==> src/rtl/rstseq_pkg.sv <==
package rstseq_pkg;
  typedef enum logic [1:0] {
    SEQ_DORMANT   = 2'd0,
    SEQ_COUNTDOWN = 2'd1,
    SEQ_RUN       = 2'd2
  } seq_state_e;
endpackage

==> src/rtl/rstseq_sync.sv <==
// Asynchronous-assert, synchronous-release chain for the reset request.
module rstseq_sync #(
  parameter int STAGES = 2
) (
  input  logic clk,
  input  logic req_n,
  output logic released
);
  logic              first_q;
  logic [STAGES-2:0] tail_q;
  logic [STAGES-1:0] shifted;

  // Only the first stage sees the request asynchronously.
  always_ff @(posedge clk or negedge req_n) begin
    if (!req_n) first_q <= 1'b0;
    else        first_q <= 1'b1;
  end

  assign shifted = {tail_q, first_q};

  always_ff @(posedge clk) begin
    tail_q <= shifted[STAGES-2:0];
  end

  assign released = tail_q[STAGES-2];
endmodule

==> src/rtl/rstseq_dwell.sv <==
// Counts cycles spent in reset and grades the initialization.
module rstseq_dwell #(
  parameter int MIN_CLKS = 4
) (
  input  logic clk,
  input  logic in_reset,
  output logic init_ok
);
  localparam int SAT = MIN_CLKS + 1;
  localparam int CW  = $clog2(SAT + 1);
  localparam logic [CW-1:0] SAT_V = CW'(SAT);
  localparam logic [CW-1:0] MIN_V = CW'(MIN_CLKS);

  logic [CW-1:0] cnt_q;
  logic          ok_q;

  always_ff @(posedge clk) begin
    if (in_reset) begin
      ok_q  <= 1'b0;
      if (cnt_q != SAT_V) cnt_q <= cnt_q + 1'b1;
    end else begin
      cnt_q <= '0;
      ok_q  <= ok_q | (cnt_q > MIN_V);
    end
  end

  assign init_ok = ok_q;
endmodule

==> src/rtl/rstseq_fetch.sv <==
// Post-release countdown, start strobe and running level.
module rstseq_fetch
  import rstseq_pkg::*;
#(
  parameter int START_DELAY = 6
) (
  input  logic clk,
  input  logic in_reset,
  output logic fetch_go,
  output logic running
);
  localparam int DW = $clog2(START_DELAY + 1);
  localparam logic [DW-1:0] LAST_V = DW'(START_DELAY - 1);

  seq_state_e    state_q;
  logic [DW-1:0] dcnt_q;
  logic          go_q;

  always_ff @(posedge clk) begin
    if (in_reset) begin
      state_q <= SEQ_DORMANT;
      dcnt_q  <= '0;
      go_q    <= 1'b0;
    end else begin
      case (state_q)
        SEQ_DORMANT: begin
          if (LAST_V == '0) begin
            go_q    <= 1'b1;
            state_q <= SEQ_RUN;
          end else begin
            dcnt_q  <= DW'(1);
            state_q <= SEQ_COUNTDOWN;
          end
        end
        SEQ_COUNTDOWN: begin
          if (dcnt_q == LAST_V) begin
            go_q    <= 1'b1;
            state_q <= SEQ_RUN;
          end else begin
            dcnt_q  <= dcnt_q + 1'b1;
          end
        end
        SEQ_RUN: go_q <= 1'b0;
        default: state_q <= SEQ_DORMANT;
      endcase
    end
  end

  assign fetch_go = go_q;
  assign running  = (state_q == SEQ_RUN);
endmodule

==> src/rtl/reset_sequencer.sv <==
module reset_sequencer #(
  parameter int SYNC_STAGES = 2,
  parameter int START_DELAY = 6,
  parameter int MIN_CLKS    = 4
) (
  input  logic clk,
  input  logic req_n,
  output logic sys_rst,
  output logic fetch_go,
  output logic running,
  output logic init_ok
);
  logic released;

  rstseq_sync #(.STAGES(SYNC_STAGES)) u_sync (
    .clk      (clk),
    .req_n    (req_n),
    .released (released)
  );

  assign sys_rst = ~released;

  rstseq_dwell #(.MIN_CLKS(MIN_CLKS)) u_dwell (
    .clk      (clk),
    .in_reset (sys_rst),
    .init_ok  (init_ok)
  );

  rstseq_fetch #(.START_DELAY(START_DELAY)) u_fetch (
    .clk      (clk),
    .in_reset (sys_rst),
    .fetch_go (fetch_go),
    .running  (running)
  );
endmodule

==> config.mk <==
export PLATFORM = sky130hd
export DESIGN_NAME = reset_sequencer
export DESIGN_NICKNAME = d
export VERILOG_FILES = /design/src/rtl/rstseq_pkg.sv /design/src/rtl/rstseq_sync.sv /design/src/rtl/rstseq_dwell.sv /design/src/rtl/rstseq_fetch.sv /design/src/rtl/reset_sequencer.sv
export SDC_FILE = /design/constraint.sdc
export NUM_CORES = 1
export LEC_CHECK = 0
export ABC_CLOCK_PERIOD_IN_PS = 1600
export BUFFER_PORTS_ARGS = -buffer_cell sky130_fd_sc_hd__buf_2
export CORE_AREA = 2 2 39 41
export DETAILED_ROUTE_END_ITERATION = 16
export DIE_AREA = 0 0 41 43
export PLACE_DENSITY = 0.54
export SETUP_SLACK_MARGIN = 0.02
export SLEW_MARGIN = 0
export SYNTH_ARGS = -nofsm -noshare
export SYNTH_HDL_FRONTEND = slang
export SYNTH_SLANG_ARGS = --single-unit
==> constraint.sdc <==
create_clock -name clk -period 1.6 [get_ports clk]
set_input_delay 0.16 -clock clk [delete_from_list [all_inputs] [get_ports clk]]
set_output_delay 0.16 -clock clk [all_outputs]
set_load 0.005 [all_outputs]
---- After elaboration in Yosys (flattened, before gate mapping) ----
Index checks and enable logic that the tools add are counted.
word-level totals
  output and inout port bits .............. 4
  register bits after elaboration ......... 12
operators by class
  equality and inequality tests ........... 6
  bitwise operators ....................... 3
  reduce and logical (&&, ||, !) cells .... 6
  order comparisons ....................... 1
  add/sub/neg operators ................... 2
  muxes and demuxes ....................... 6
operators with widths
  operator                                                count
  adder 3 x 1 -> 3 bit (second input constant)            2
  one-hot mux 2 bit (3 select lines)                      1
  one-hot mux 3 bit (2 select lines)                      1
  AND reduction 2 bit                                     3
  nonzero test 2 bit                                      2
  equality test 3 bit (second input constant)             1
  greater-than comparator 3 bit (second input constant)   1
  two-way mux 3 bit                                       1
  inequality test 3 bit (second input constant)           1
  equality test 2 x 1 -> 1 bit (second input constant)    1
  equality test 2 bit (second input constant)             1
  logical NOT 2 bit                                       1
  two-way mux 2 bit                                       1
  inequality test 2 x 1 -> 1 bit (second input constant)  1
  inequality test 2 bit (second input constant)           1
  inverter 1 bit                                          2
  one-hot mux 1 bit (2 select lines)                      1
  two-way mux 1 bit                                       1
  OR 1 bit                                                1

---- Logic depth before layout (Yosys ltp) ----
  depth in word-level cells ............... 3
  depth in mapped cells ................... 5

---- Hierarchy ----
From an unflattened synthesis, not the netlist that was laid out.
second synthesis, totals
  cells, all modules ...................... 57
  area, all modules ....................... 523.0 µm²
by module, submodules not included
  module           seq. area each (µm²)  instances  cells an instance  area each (µm²)
  rstseq_fetch     120.1                 1          31                 276.5
  rstseq_dwell     80.1                  1          22                 193.9
  rstseq_sync      45.0                  1          3                  48.8
  reset_sequencer  0.0                   1          1                  3.8

---- Worst setup path after synthesis ----
Ideal clock, no wire load.
  path type ............................... reg-to-reg
  start ................................... reg u_fetch.dcnt_q[1]
  end ..................................... reg u_fetch.dcnt_q[0]
  stages on the path, launching flop included .. 6
  setup time .............................. 0.091 ns
  path slack .............................. 0.473 ns
  path buffers ............................ 0
  arrival time ............................ 1.036 ns
  cells stage by stage .................... dfxtp_1 inv_1 ha_1 a31oi_1 nor2_1 a311oi_1
between the ends
  word-level cells in the longest chain between the ends .. 3
RTL lines
  element                          RTL line            text
  from (decl)                      rstseq_fetch.sv:16  logic [DW-1:0] dcnt_q;
  from (signal assigned)           rstseq_fetch.sv:40  dcnt_q <= dcnt_q + 1'b1;
  equality test 3 bit              rstseq_fetch.sv:36  if (dcnt_q == LAST_V) begin
  inequality test 2 bit (no line)  n/a
  AND reduction 2 bit (no line)    n/a
No other way between the ends.
A chain may end at the register's enable or synchronous reset.

---- Worst setup path after layout ----
Same ends and word-level chain as after synthesis.

==> flow_metrics.py <==
metrics = {
    "status": {
        "outcome": "complete, no violations",
    },
    "yosys": {
        "ys_warn_count": 0,
        "yosysSeqAreaShare_pct": 48.5,
        "ys_types": 19,
        "syn-instance-count": 57,
        "synth_fp_nets": 64,
        "async_flop_share_pct": 8.33,
        "synth_edf_count": 0,
        "ys_seq_elements": 12,
        "syn_area_um2": 505,
        "synth_ff_type": "dfxtp_1",
        "synth.avg_cell_area_um2": 8.87,
    },
    "detailed_routing": {
        "drcViolationCount": 0,
        "drt-total-wl_um": 836,
        "initialDrtViolationCount": 7,
        "ant_nets": 0,
        "vias_per_cell": 4.78,
        "drtPass1Iterations": 3,
        "wl_per_cell_um": 10.1,
        "vias": 397,
    },
    "placed_design": {
        "gp_congestion": 0.672,
        "port_buffers": 5,
        "hpwl_um": 608,
        "place_area_um2": 551,
    },
    "grt": {
        "grt_util_all_layers_pct": 13.4,
        "grt_overflow": 0,
        "grt_pass1_vias": 374,
        "grt_max_degree": 8,
        "grt_pass1_wl_um": 1540,
        "antenna_found_initial": 0,
    },
    "floorplan": {
        "design.core.area_mm2": 0.00138,
        "die_w_um": 41,
        "core.rowCount": 14,
        "die_y_um": 43,
        "die_area_mm2": 0.00176,
        "io_pins": 6,
        "initial_core_util_pct": 36.5,
    },
    "timing": {
        "clock.fmax_mhz": 804,
        "period_needed_ns": 1.24,
        "finalCritPeriodShare_pct": 77.7,
        "hold_slack_ns": 0.183,
        "rsz0062_at_grt": "false",
        "setup_violations": 0,
        "clock-skew-final_ns": 0.00413,
        "slew_violations": 0,
        "setup_tns_ns": 0,
        "hold_violations": 0,
    },
    "setup_path": {
        "worstSetupPathType": "register to register",
        "cp-end-kind": "register",
        "critPathMaxFanout": 6,
        "worstPathRequired_ns": 1.78,
        "start_kind": "register",
        "critPathArrivalTime_ns": 1.42,
        "rr_worst_depth": 5,
    },
    "finish": {
        "final_cell_mix": "dfxtp_1 (11), inv_1 (7), nand2_1 (6), a21oi_1 (6)",
        "fill_cells": 145,
        "layout_commonest_cell": "dfxtp_1",
        "antenna_cells": 0,
        "layout.nets": 75,
        "area_delta_synth_final_pct": 16.1,
        "drive_gt1_share_pct": 14.9,
        "finalInstanceArea_um2": 587,
    },
    "hold_path": {
        "hold_path.class": "primary input to asynchronous set/reset pin",
    },
    "clock_network": {
        "cts_max_path_buffers": 2,
        "cts-htree-levels": 1,
        "clock_sink_count": 12,
        "cts_tree": "done",
        "numCtsBuffers": 3,
        "cts_resized": 0,
        "root_buffer": "clkbuf_4",
        "clk_latency_ns": 0.27,
        "clk_transition_reported_paths_ns": 0.08,
    },
    "flow_run": {
        "maxCapViolations": 0,
    },
    "pwr": {
        "power_density_mw_per_mm2": 992,
        "power_uw": 582,
        "p_leak_nw": 0.262,
        "vdd_ir_drop_max_v": 0.000434,
    },
}
stage by stage:
step                utilization (%)  setup WS [ns]  instances
finish                         42.4          0.357         83
global route                   42.4          0.167         83
CTS                            42.4          0.347         83
detailed placement             39.8          0.363         78
global placement               39.8          0.381         78
floorplan                         -          0.473         57
report_power, final:
group	leakage, nW	switching [mW]	internal, mW
Combinational	0.144	0.0281	0.0262
Clock	0.0150	0.0980	0.0965
Sequential	0.102	0.0173	0.316
per-layer routing:
metal  GRT usage, %  vias up  wire length, µm
met5              0        -                0
met4           10.0        0                8
met3           4.71        2               27
met2           17.8        7              376
met1           17.0      179              424
li1               -      209                -
cell usage after synthesis (2+ instances only):
cell type  instances  area [µm²]
a21oi_1            6        30.0
nand2_1            6        22.5
o21ai_0            3        15.0
a211oi_1           2        15.0
nor2_1             5        18.8
inv_1              7        26.3
dfxtp_1           11         220
nand3_1            2        10.0
ha_1               5        62.6
sequential cells by signal, summed over array words and instances, names as in the netlist:
name,count
u_fetch.dcnt_q,3
u_fetch.fetch_go,1
u_dwell.init_ok,1
u_sync.first_q,1
u_dwell.cnt_q,3
u_fetch.state_q,2
u_sync.released,1
critical path, cell delays in order, from the launching register on:
cell,delay (ns)
dfxtp_1,0.37
inv_1,0.05
ha_1,0.23
a31oi_1,0.21
nor2_1,0.06
a311oi_1,0.22
final timing paths:
| check | startpoint | end | slack, ns |
|---|---|---|---|
| max in group asynchronous | req_n | u_sync.first_q$_DFF_PN0_ | 1.33 |
| max reg2reg | u_fetch.dcnt_q[1]$_SDFFE_PN0P_ | u_fetch.dcnt_q[0]$_SDFFE_PN0P_ | 0.36 |
| min in group clk | u_sync.first_q$_DFF_PN0_ | u_sync.released$_DFF_P_ | 0.35 |
| min | req_n | u_sync.first_q$_DFF_PN0_ | 0.18 |
| max | u_fetch.dcnt_q[1]$_SDFFE_PN0P_ | u_fetch.dcnt_q[0]$_SDFFE_PN0P_ | 0.36 |
| min reg2reg | u_sync.first_q$_DFF_PN0_ | u_sync.released$_DFF_P_ | 0.35 |
logic make-up after synthesis:
group / synth area share (%)
xor gates and xnor gates: 1.73
and+or+nand+nor: 16.6
buffers and inverters: 5.20
other: 0.742
AOI/OAI and AO/OA: 14.9
adders and majority gates: 12.4
DFF: 48.5
timing repair:
action                    CTS  global route
hold buffers                1             0
buffers inserted            0             0
hold endpoints to repair    1             0
layout make-up:
class | count | area (µm²) | area share [%]
Sequential cell | 12 | 245 | 41.8
Clock buffer | 4 | 26.3 | 4.48
Timing Repair Buffer | 6 | 35.0 | 5.97
Multi-Input combinational cell | 38 | 234 | 39.9
Inverter | 7 | 26.3 | 4.48
Tap cell | 16 | 20.0 | 3.41
No activity file was read; power rests on OpenSTA's default activity.
